$ cat src/rtl/hcp_pkg.sv
package hcp_pkg;
   typedef enum logic [0:0] {
      SAMP_IDLE = 1'b0,
      SAMP_WAIT = 1'b1
   } samp_state_t;

   localparam int unsigned HCP_CTRL_W = 4;
endpackage

$ cat src/rtl/hcp_sync.sv
module hcp_sync #(
   parameter int unsigned W        = 4,
   parameter int unsigned STAGES   = 2,
   parameter logic [W-1:0] RST_VAL = '0
) (
   input  logic         clk,
   input  logic         rst_n,
   input  logic [W-1:0] d,
   output logic [W-1:0] q
);
   if (STAGES < 2) begin : g_chk_stages
      $error("hcp_sync: STAGES must be at least 2");
   end

   logic [W-1:0] chain [STAGES];

   for (genvar s = 0; s < STAGES; s++) begin : g_stage
      always_ff @(posedge clk or negedge rst_n) begin
         if (!rst_n) begin
            chain[s] <= RST_VAL;
         end else if (s == 0) begin
            chain[s] <= d;
         end else begin
            chain[s] <= chain[(s == 0) ? 0 : s-1];
         end
      end
   end

   assign q = chain[STAGES-1];
endmodule

$ cat src/rtl/hcp_wr_sampler.sv
module hcp_wr_sampler
   import hcp_pkg::*;
#(
   parameter int unsigned DW    = 8,
   parameter int unsigned DLY_W = 3
) (
   input  logic             clk,
   input  logic             rst_n,
   input  logic             cs_n_s,
   input  logic             wr_n_s,
   input  logic             addr_s,
   input  logic [DLY_W-1:0] dly,
   input  logic [DW-1:0]    din,
   output logic             push,
   output logic [DW-1:0]    pdata
);
   if (DLY_W < 1) begin : g_chk_dly
      $error("hcp_wr_sampler: DLY_W must be at least 1");
   end

   logic             wr_q;
   logic             fall;
   samp_state_t      st;
   logic [DLY_W-1:0] cnt;

   assign fall = wr_q & ~wr_n_s & ~cs_n_s & addr_s;

   always_ff @(posedge clk or negedge rst_n) begin
      if (!rst_n) begin
         wr_q <= 1'b1;
         st   <= SAMP_IDLE;
         cnt  <= '0;
      end else begin
         wr_q <= wr_n_s;
         case (st)
            SAMP_IDLE: begin
               if (fall && (dly != '0)) begin
                  st  <= SAMP_WAIT;
                  cnt <= dly;
               end
            end
            default: begin
               cnt <= cnt - 1'b1;
               if (cnt == DLY_W'(1)) st <= SAMP_IDLE;
            end
         endcase
      end
   end

   assign push  = ((st == SAMP_IDLE) && fall && (dly == '0)) ||
                  ((st == SAMP_WAIT) && (cnt == DLY_W'(1)));
   assign pdata = din;
endmodule

$ cat src/rtl/hcp_fifo.sv
module hcp_fifo #(
   parameter int unsigned DW    = 8,
   parameter int unsigned DEPTH = 16
) (
   input  logic                       clk,
   input  logic                       rst_n,
   input  logic                       push,
   input  logic [DW-1:0]              wdata,
   input  logic                       pop,
   output logic [DW-1:0]              rdata,
   output logic                       empty,
   output logic                       full,
   output logic [$clog2(DEPTH):0]     level
);
   localparam int unsigned AW = $clog2(DEPTH);

   if (DEPTH < 2 || (1 << AW) != DEPTH) begin : g_chk_depth
      $error("hcp_fifo: DEPTH must be a power of two of at least 2");
   end

   logic [DW-1:0] mem [DEPTH];
   logic [AW:0]   wp, rp;
   logic          do_push, do_pop;

   assign empty   = (wp == rp);
   assign full    = (wp[AW] != rp[AW]) && (wp[AW-1:0] == rp[AW-1:0]);
   assign level   = wp - rp;
   assign do_push = push & ~full;
   assign do_pop  = pop & ~empty;

   always_ff @(posedge clk) begin
      if (do_push) mem[wp[AW-1:0]] <= wdata;
   end

   always_ff @(posedge clk or negedge rst_n) begin
      if (!rst_n) begin
         wp    <= '0;
         rp    <= '0;
         rdata <= '0;
      end else begin
         if (do_push) wp <= wp + 1'b1;
         if (do_pop) begin
            rdata <= mem[rp[AW-1:0]];
            rp    <= rp + 1'b1;
         end
      end
   end
endmodule

$ cat src/rtl/hostcmd_port.sv
module hostcmd_port
   import hcp_pkg::*;
#(
   parameter int unsigned DW          = 8,
   parameter int unsigned DEPTH       = 16,
   parameter int unsigned DLY_W       = 3,
   parameter int unsigned SYNC_STAGES = 2
) (
   input  logic             clk,
   input  logic             rst_n,
   input  logic             h_cs_n,
   input  logic             h_wr_n,
   input  logic             h_rd_n,
   input  logic             h_addr,
   input  logic [DW-1:0]    h_din,
   output logic [DW-1:0]    h_dout,
   output logic             h_doe,
   input  logic             cpu_rd,
   output logic [DW-1:0]    cpu_rdata,
   input  logic             cpu_clr_busy,
   input  logic             cpu_stat_we,
   input  logic [DW-2:0]    cpu_stat_wdata,
   input  logic             irq_busy_en,
   input  logic             irq_glob_en,
   input  logic [DLY_W-1:0] wr_dly,
   output logic             busy,
   output logic             empty,
   output logic             overrun,
   output logic             irq
);
   localparam int unsigned LW = $clog2(DEPTH) + 1;

   if (DW < 2) begin : g_chk_dw
      $error("hostcmd_port: DW must be at least 2");
   end

   logic [HCP_CTRL_W-1:0] ctrl_s;
   logic                  cs_n_s, wr_n_s, rd_n_s, addr_s;
   logic                  push, full, push_ok;
   logic [DW-1:0]         pdata;
   logic [LW-1:0]         level;
   logic [DW-2:0]         stat_q;
   logic                  busy_q, ovr_q;

   hcp_sync #(
      .W       (HCP_CTRL_W),
      .STAGES  (SYNC_STAGES),
      .RST_VAL (4'b1110)
   ) u_sync (
      .clk   (clk),
      .rst_n (rst_n),
      .d     ({h_cs_n, h_wr_n, h_rd_n, h_addr}),
      .q     (ctrl_s)
   );

   assign {cs_n_s, wr_n_s, rd_n_s, addr_s} = ctrl_s;

   hcp_wr_sampler #(
      .DW    (DW),
      .DLY_W (DLY_W)
   ) u_samp (
      .clk    (clk),
      .rst_n  (rst_n),
      .cs_n_s (cs_n_s),
      .wr_n_s (wr_n_s),
      .addr_s (addr_s),
      .dly    (wr_dly),
      .din    (h_din),
      .push   (push),
      .pdata  (pdata)
   );

   hcp_fifo #(
      .DW    (DW),
      .DEPTH (DEPTH)
   ) u_fifo (
      .clk   (clk),
      .rst_n (rst_n),
      .push  (push),
      .wdata (pdata),
      .pop   (cpu_rd),
      .rdata (cpu_rdata),
      .empty (empty),
      .full  (full),
      .level (level)
   );

   assign push_ok = push & ~full;

   always_ff @(posedge clk or negedge rst_n) begin
      if (!rst_n) begin
         busy_q <= 1'b0;
         ovr_q  <= 1'b0;
         stat_q <= '0;
      end else begin
         if (push_ok)           busy_q <= 1'b1;
         else if (cpu_clr_busy) busy_q <= 1'b0;

         if (push && full)      ovr_q <= 1'b1;
         else if (cpu_clr_busy) ovr_q <= 1'b0;

         if (cpu_stat_we) stat_q <= cpu_stat_wdata;
      end
   end

   assign h_doe   = ~cs_n_s & ~rd_n_s & addr_s;
   assign h_dout  = h_doe ? {busy_q, stat_q} : '0;
   assign busy    = busy_q;
   assign overrun = ovr_q;
   assign irq     = busy_q & irq_busy_en & irq_glob_en;
endmodule

$ cat config.mk
export PLATFORM = sky130hd
export DESIGN_NAME = hostcmd_port
export DESIGN_NICKNAME = d
export VERILOG_FILES = /design/src/rtl/hcp_pkg.sv /design/src/rtl/hcp_sync.sv /design/src/rtl/hcp_wr_sampler.sv /design/src/rtl/hcp_fifo.sv /design/src/rtl/hostcmd_port.sv
export SDC_FILE = /design/constraint.sdc
export NUM_CORES = 1
export LEC_CHECK = 0
export BUFFER_PORTS_ARGS = -buffer_cell sky130_fd_sc_hd__clkbuf_2
export CORE_MARGIN = 2
export CORE_UTILIZATION = 45
export DETAILED_ROUTE_END_ITERATION = 16
export SLEW_MARGIN = 5
export SYNTH_ARGS = -nofsm -noshare
export SYNTH_HDL_FRONTEND = slang
export SYNTH_SLANG_ARGS = --single-unit
$ cat constraint.sdc
create_clock -name clk -period 3.3 [get_ports clk]
set_clock_uncertainty 0.05 [all_clocks]
set_input_delay 0 -clock clk [delete_from_list [all_inputs] [get_ports clk]]
set_output_delay 0 -clock clk [all_outputs]
set_load 0.005 [all_outputs]
==> metrics, run 1 <==
worst r2r src=u_fifo.wp[2]$_DFFE_PN0P_; Lkg Pwr=just under 3 nW; Core Area=14600 um2; CP max stage cell=dfrtp_1; Critical Path, Cell by Cell=xnor2_1 -> and4_2 -> a21oi_4 -> and4bb_1; HPWL Detailed=8.71 mm; dominant cell type by area after synthesis=edfxtp_1; Synth area leaders=edfxtp_1 (57%), dfrtp_1 (12%), mux4_2 (10%); Max VDD drop=464 uV; Syn. warnings=0; fin area=8060 um2; top-count cell post-synth=edfxtp_1; syn nets=about 380; HP Class=primary input to register; Via density=approximately 5.4; initial drt markers=263; R2R depth=4; port bufs=49; Root Buffer=clkbuf_16; Post-Syn Area per Cell=around 20 um2; area fraction in compound gates after synthesis=0.0389; CP max FO=18; largest net degree at the start of global routing=36; remaining global-route overflow=0; Critical Path RT=3.32 ns; crit share post-route=0.756; register bit total from synthesis=168; Chip Width=between 100 and 150 um; pre-CTS WS=0.849 ns; PD cells=approximately 760 nW/um2; status=complete, no violations; gate count after technology mapping=348; Post-synth EDFFs=128; post-synthesis instance area=6790 um2; Tot Pwr=6.14 mW; Diodes inserted=0; CP endpoint kind=register; DRT Wirelength=13.5 mm; final worst setup slack=0.804 ns; Starting Density=0.463; initial antenna violation count=0; Die Ht=127 um; clock slew at reported path FFs=0.07 ns; Worst Path Class, Setup=register to register; die area=~16000 um2; worst endpoint data arrival time=2.51 ns; share of synthesized area spent on multiplexers=0.141; Layout area overhead=18.8%; Clock Latency Late Sink=0.43 ns; post-synthesis simple-gate area fraction=0.0525; Post-Synth XOR/XNOR Area=0.0192; Vias=3435; R2R Path End=u_fifo.mem[2][4]$_DFFE_PP_; Final min period=2.50 ns; Hold Path Cell Cnt=1; global-route wire length before repair=approximately 21 mm; main combinational cell family by area after synthesis=multiplexers; CTS-repair resized insts=0; row count=44; GP Congestion=0.747; layout cell share with drive strength beyond 1=0.331; max-capacitance violation count=0; worst reg-to-reg setup slack=0.80 ns; H-tree Lvls=4; list of most frequent post-synthesis cells=edfxtp_1 (128), dfrtp_1 (33), mux4_2 (30); RSZ-0062 raised after global routing=false; Area after DPL=7230 um2; Worst Setup Start Kind=register; Synth Area in Adders=0.0129; final net count=470; # IOs=50; Avg WL per Cell=21.4 um; Fin. Hold Viols=0; Synth top area share=0.566; worst hold start=h_din[7]; clk sinks=168; fin. max-slew vios=0; ys async rst share=0.238; Total GRT Usage=0.184; CP peak stage delay=0.61 ns; Max Root-Sink Buffers=2; Slew headroom=0.461; dominant synthesized flop cell=edfxtp_1; register area share after synthesis=0.715; Yosys cell types=47; Setup violations, final=0; CTS tree=built; number of global-route vias before repair=between 3000 and 4000; DRC Markers=0; DRT Pass-1 Iters=4; CTS buffer count=17; fin util=0.550; fmax=401 MHz; Setup TNS=0 ns; Hold Path End=u_fifo.mem[10][7]$_DFFE_PP_; Worst-Margin Slew=0.807 ns; antenna-violating nets left=0
worst max-delay path by stage:
stage                                   from  cells past startpoint  slack [ns]                    endpoint
global placement    u_fifo.wp[2]$_DFFE_PN0P_                      4        0.88  u_fifo.mem[2][5]$_DFFE_PP_
finish              u_fifo.wp[2]$_DFFE_PN0P_                      4        0.80  u_fifo.mem[2][4]$_DFFE_PP_
CTS                 u_fifo.wp[2]$_DFFE_PN0P_                      4        0.82  u_fifo.mem[2][4]$_DFFE_PP_
global route        u_fifo.wp[2]$_DFFE_PN0P_                      4        0.68  u_fifo.mem[2][4]$_DFFE_PP_
detailed placement  u_fifo.wp[2]$_DFFE_PN0P_                      4        0.85  u_fifo.mem[2][5]$_DFFE_PP_
floorplan           u_fifo.rp[1]$_DFFE_PN0P_                      5        0.83  u_fifo.mem[0][0]$_DFFE_PP_
cells in the final DEF, fill, tap and decap left out, types with 3 or more instances in the layout:
cell           count
a22oi_1           16
and2_1             9
and4_1             7
and4b_1            3
buf_4              7
clkbuf_16         17
clkbuf_2          49
clkinv_1           3
clkinv_2           6
dfrtp_1           32
dfstp_2            7
dlygate4sd3_1     27
edfxtp_1         128
ha_1               7
inv_1              9
mux2_2            17
mux2i_1            4
mux4_2            30
nand2_1           11
xnor2_1           11
cell type report:
class | count | area [um2]
timing repair buffer | 84 | 588
fill | 1149 | 6580
tap | 184 | 230
clock buffer | 20 | 447
inverter | 9 | 33.8
multi-input combinational | 154 | 1800
sequential | 168 | 4850
clock inverter | 12 | 109
power breakdown:
part	internal (mW)	leakage, nW	switching (mW)
clock	1.12	0.276	0.764
combinational	0.790	1.01	0.841
sequential	2.45	1.61	0.175
total	4.36	2.90	1.78
routing by layer:
| layer | up-vias | GRT usage | routed length, um |
|---|---|---|---|
| met5 | - | 0 | 0 |
| met4 | 0 | 0.0614 | 191 |
| met3 | 10 | 0.0612 | 632 |
| met2 | 79 | 0.290 | 6910 |
| met1 | 1775 | 0.244 | 5770 |
| li1 | 1571 | - | - |
kinds of logic (layout without fill, tap and decap cells):
family / count (synthesis) / count (layout)
simple gates: 50 / 50
fa+ha+maj: 7 / 7
mux: 53 / 53
compound gates: 30 / 30
flops: 168 / 168
buf+inv: 26 / 125
xor+xnor: 14 / 14
worst max-delay path, delay by kind of cell (launching register included):
kind	cells	cell delay (ns)
flops	1	0.61
simple gates	2	0.90
compound gates	1	0.43
xor+xnor	1	0.14
sequential cells by signal, summed over array words and instances, names as in the netlist:
signal and cells:
u_samp.st 1, u_sync.q 4, u_fifo.rp 5, busy 1
overrun 1, u_fifo.wp 5, u_samp.cnt 3, u_samp.wr_q 1
u_fifo.rdata 8, stat_q 7, u_fifo.mem 128, u_sync.chain 4
metrics by stage:
stage          hold WS [ns]  cells
3_3_place_gp       -0.00640    572
4_1_cts             0.00160    631
3_5_place_dp        0.00274    572
5_1_grt              0.0227    631
2_1_floorplan        -0.346    348
6_report             0.0125    631
repair_timing:
item,CTS,global route
hold endpoints to repair,90,0
buffers inserted,0,0
hold buffers,27,0
Power figures use the tool's default switching activity.
==> run 2, diff against run 1 <==
==> constraint.sdc (replaced) <==
create_clock -name clk -period 2.1 [get_ports clk]
set_clock_uncertainty 0.05 [all_clocks]
set_input_delay 0 -clock clk [delete_from_list [all_inputs] [get_ports clk]]
set_output_delay 0 -clock clk [all_outputs]
set_load 0.005 [all_outputs]
==> metrics, run 2 (same netlist as run 1, synthesis figures left out) <==
Worst-Margin Slew=0.487 ns; fin. max-slew vios=0; CP max FO=13; CTS tree=built; Fin. Hold Viols=0; Die Ht=127 um; GP Congestion=0.741; CP top delay family=multiplexers; final net count=a little over 500; CTS buffer count=17; DRT Wirelength=13.8 mm; Lkg Pwr=3.17 nW; largest net degree at the start of global routing=36; port bufs=just under 50; Max VDD drop=roughly 640 uV; number of global-route vias before repair=3836; DRT Pass-1 Iters=4; global-route wire length before repair=between 20 and 25 mm; most common cell after layout, fill and taps aside=edfxtp_1; die area=roughly 16000 um2; Area after DPL=7650 um2; Avg WL per Cell=just over 20 um; Layout area overhead=27.2%; remaining global-route overflow=0; row count=44; Diodes inserted=0; fmax=between 400 and 500 MHz; hold_ws=0.0262 ns; layout cell share with drive strength beyond 1=0.389; Critical Path RT=about 2.4 ns; clk sinks=168; Total GRT Usage=0.185; crit share post-route=0.967; fin area=8640 um2; Final min period=2.03 ns; Via density=5.35; Starting Density=0.463; worst endpoint data arrival time=2.29 ns; CP bufs+invs=1; Worst Path Class, Setup=register to register; initial drt markers=280; CP peak stage delay=between 0.5 and 0.6 ns; Slew headroom=0.674; Critical Path, Cell by Cell=buf_12 -> mux4_2 -> a22oi_1 -> nand2_1 -> mux2_2; antenna-violating nets left=0; HP Class=primary input to register; clock slew at reported path FFs=approximately 0.06 ns; CP endpoint kind=register; commonest cells after routing, fill and taps aside=edfxtp_1 (128), clkbuf_2 (49), dfrtp_1 (32), dlygate4sd3_1 (32), mux4_2 (30); max-capacitance violation count=0; Root Buffer=clkbuf_16; max reg flops=128; Chip Width=127 um; # IOs=50; number of fill cells=1099; DRC Markers=0; HPWL Detailed=8.64 mm; Worst Setup Start Kind=register; Core Area=between 10000 and 15000 um2; fin util=0.590; Vias=approximately 3600; Clock Latency Late Sink=roughly 0.42 ns; Setup violations, final=0; Max Root-Sink Buffers=2; PD cells=roughly 1200 nW/um2; status=complete, no violations; H-tree Lvls=4; initial antenna violation count=0; CP max stage cell=mux4_2
run 2: path summary, 6_finish.rpt:
check | slack (ns) | startpoint | depth (start not counted) | to
hold reg to reg | 0.31 | u_sync.chain[7]$_DFF_PN1_ | 0 | u_sync.q[3]$_DFF_PN1_
setup reg to reg | 0.07 | u_fifo.rp[0]$_DFFE_PN0P_ | 5 | u_fifo.rdata[5]$_DFFE_PN0P_
max in group asynchronous | 0.99 | rst_n | 3 | u_samp.cnt[0]$_DFFE_PN0P_
min in group asynchronous | 0.09 | rst_n | 2 | u_samp.wr_q$_DFF_PN1_
hold / removal | 0.03 | h_din[4] | 1 | u_fifo.mem[13][4]$_DFFE_PP_
setup / recovery | 0.07 | u_fifo.rp[0]$_DFFE_PN0P_ | 5 | u_fifo.rdata[5]$_DFFE_PN0P_
run 2: metal layers:
metal	part of all wire	vias up	track usage
li1	-	1645	-
met3	0.039	16	0.0464
met5	0	-	0
met4	0.011	0	0.0524
met1	0.45	1880	0.254
met2	0.51	44	0.299
run 2: power by group:
part	leakage [nW]	total, mW	switching (mW)	internal [mW]
logic	1.28	3.00	1.45	1.54
clock network	0.283	3.02	1.25	1.77
registers	1.61	4.05	0.198	3.85
total	3.17	10.1	2.91	7.17
run 2: worst register-to-register path, stage by stage, from the launching register on:
cell     delay, ns
dfrtp_2       0.48
buf_12        0.20
mux4_2        0.52
a22oi_1       0.32
nand2_1       0.10
mux2_2        0.26
run 2: final cells by class:
| class | instances | area, um2 | share of cell area |
|---|---|---|---|
| Clock buffer | 19 | 433 | 0.0501 |
| Sequential cell | 168 | 4850 | 0.562 |
| Tap cell | 184 | 230 | 0.0267 |
| Multi-Input combinational cell | 154 | 1860 | 0.215 |
| Inverter | 9 | 33.8 | 0.00391 |
| Timing Repair Buffer | 123 | 1080 | 0.125 |
| Clock inverter | 13 | 148 | 0.0171 |
run 2: what timing repair did:
| item | in CTS | in global routing |
|---|---|---|
| setup buffers | 1 | 1 |
| resized for setup | 2 | 7 |
| pin swaps | 0 | 0 |
| setup endpoints to repair | 24 | 30 |
| endpoints found under the hold margin | 167 | 0 |
| hold buffers | 32 | 0 |
run 2: stage by stage:
step | TNS (ns) | setup WS (ns) | total power, mW | std cells
floorplan | -3.92 | -0.159 | 6.01 | 348
global placement | -0.131 | -0.0754 | 6.95 | 604
detailed placement | -0.487 | -0.0631 | 6.98 | 604
CTS | 0 | 0.00430 | 10.1 | 669
global route | -0.00555 | -0.00199 | 10.6 | 670
finish | 0 | 0.0689 | 10.1 | 670
==> run 3, diff against run 2 <==
--- a/config.mk
+++ b/config.mk
@@ -5,10 +5,12 @@
 export SDC_FILE = /design/constraint.sdc
 export NUM_CORES = 1
 export LEC_CHECK = 0
+export ABC_CLOCK_PERIOD_IN_PS = 2100
 export BUFFER_PORTS_ARGS = -buffer_cell sky130_fd_sc_hd__clkbuf_2
 export CORE_MARGIN = 2
 export CORE_UTILIZATION = 45
 export DETAILED_ROUTE_END_ITERATION = 16
+export REMOVE_ABC_BUFFERS = 1
 export SLEW_MARGIN = 5
 export SYNTH_ARGS = -nofsm -noshare
 export SYNTH_HDL_FRONTEND = slang
==> metrics, run 3 (same netlist as run 1, synthesis figures left out) <==
status=complete, no violations; # IOs=50; clock slew at reported path FFs=0.06 ns; largest net degree at the start of global routing=26; Setup violations, final=0; Sw Share=0.285; Fin. Hold Viols=0; Clock Power Share=0.307; Clock Latency Late Sink=0.42 ns; CTS tree=built; DRC Markers=0; CP peak stage delay=between 0.5 and 0.6 ns; row count=44; Final min period=2.05 ns; fin area=8730 um2; max-capacitance violation count=0; Sw Pwr=between 2 and 3 mW; Via density=roughly 5.4; CP max FO=8; final net count=approximately 510; die area=16100 um2; Lkg Pwr=3.20 nW; Diodes inserted=0; worst endpoint data arrival time=about 2.1 ns; Max Root-Sink Buffers=2; Max VDD drop=990 uV; Layout area overhead=28.6%; commonest cells after routing, fill and taps aside=edfxtp_1 (128), clkbuf_2 (49), dfrtp_1 (32), mux4_2 (30), dlygate4sd3_1 (28); DRT Pass-1 Iters=4; fin util=0.596; Internal=between 7 and 8 mW; GP Congestion=0.744; layout cell share with drive strength beyond 1=0.402; CTS buffer count=17; Vias=between 3000 and 4000; met2 GRT Util=0.318; most common cell after layout, fill and taps aside=edfxtp_1; met1 Use GR=0.269; CP bufs+invs=2; Hold Path Cell Cnt=1; antenna-violating nets left=0; Chip Width=127 um; fin. max-slew vios=0; Gate power share=0.301; remaining global-route overflow=0; port bufs=between 40 and 50; fmax=489 MHz; Worst Path Class, Setup=register to register; Die Ht=127 um; Avg WL per Cell=approximately 22 um; initial antenna violation count=0; Worst path depth=6; CP top delay family=flip-flops; number of global-route vias before repair=3890; CP endpoint kind=register; Critical Path, Cell by Cell=nand4bb_4 -> o31a_4 -> a21oi_4 -> buf_4 -> and4b_1 -> buf_12; grt met3 use=0.0574; Starting Density=0.463; HPWL Detailed=9.43 mm; crit share post-route=0.975; Total GRT Usage=0.199; H-tree Lvls=4; Critical Path RT=around 2.2 ns; HP Class=primary input to register; Core Area=~15000 um2; Worst Setup Start Kind=register; global-route wire length before repair=23.0 mm; Worst-Margin Slew=roughly 0.6 ns; initial drt markers=around 380; max reg flops=128; Root Buffer=clkbuf_16; Area after DPL=7680 um2; Reg power frac=0.391; clk sinks=168; PD cells=1200 nW/um2; DRT Wirelength=around 15 mm; Slew headroom=0.589; R2R depth=6; RSZ-0062 raised after global routing=true; CP max stage cell=dfstp_2; grt peak-use layer=met2
[run 3: stage by stage]
step / setup WS (ns) / hold WS, ns / cells / TNS (ns) / power [mW]
final: 0.0532 / 0.00751 / 669 / 0 / 10.5
after global routing: -0.0423 / 0.0199 / 669 / -0.967 / 11.0
after CTS: -0.00884 / 0.00150 / 668 / -0.192 / 10.4
after detailed placement: -0.0497 / -0.0158 / 605 / -0.420 / 7.11
after global placement: -0.0205 / -0.0245 / 605 / -0.159 / 7.08
after floorplan: -1.49 / -0.346 / 331 / -141.75 / 5.87
[run 3: repair_timing]
action                                  4_1_cts  5_1_grt
gates resized for setup                       9       10
setup buffers                                 2        0
cloned                                        1        1
endpoints found under the hold margin       100        0
pin swaps                                     1        3
hold buffers                                 28        0
endpoints found under the setup margin       24      136
[run 3: path summary, 6_finish.rpt]
| kind | from | endpoint | slack (ns) |
|---|---|---|---|
| min in group asynchronous | rst_n | u_samp.cnt[2]$_DFFE_PN0P_ | 0.07 |
| setup / recovery | u_samp.wr_q$_DFF_PN1_ | u_fifo.mem[5][6]$_DFFE_PP_ | 0.05 |
| max in group asynchronous | rst_n | u_fifo.rp[0]$_DFFE_PN0P_ | 1.19 |
| hold / removal | h_din[0] | u_fifo.mem[7][0]$_DFFE_PP_ | 0.008 |
| setup reg to reg | u_samp.wr_q$_DFF_PN1_ | u_fifo.mem[5][6]$_DFFE_PP_ | 0.05 |
| hold reg to reg | u_sync.chain[7]$_DFF_PN1_ | u_sync.q[3]$_DFF_PN1_ | 0.31 |
[run 3: power groups by stage]
stage	Sequential (mW)	Clock (mW)	Combinational, mW
final	4.10	3.22	3.16
after global routing	4.13	3.42	3.45
after CTS	4.10	3.27	3.06
after detailed placement	4.16	0	2.95
after global placement	4.16	0	2.92
after floorplan	4.34	0	1.54
[run 3: worst register-to-register path: stages (launching register included)]
cell and delay [ns]:
dfstp_2 0.54, nand4bb_4 0.13, o31a_4 0.32, a21oi_4 0.17
buf_4 0.17, and4b_1 0.24, buf_12 0.15
[run 3: layout make-up]
class	instances	area [um2]
clock inverter	13	176
fill	1104	5920
inverter	9	33.8
timing repair buffer	122	1100
clock buffer	19	433
tap	184	230
sequential	168	4850
multi-input combinational	154	1890
[run 3: routing by layer]
layer | part of all wire | vias to the layer above | wire length [um]
met5 | 0 | - | 0
met4 | 0.0095 | 0 | 139
met3 | 0.053 | 17 | 773
met2 | 0.50 | 70 | 7390
met1 | 0.43 | 1897 | 6380
li1 | - | 1646 | -
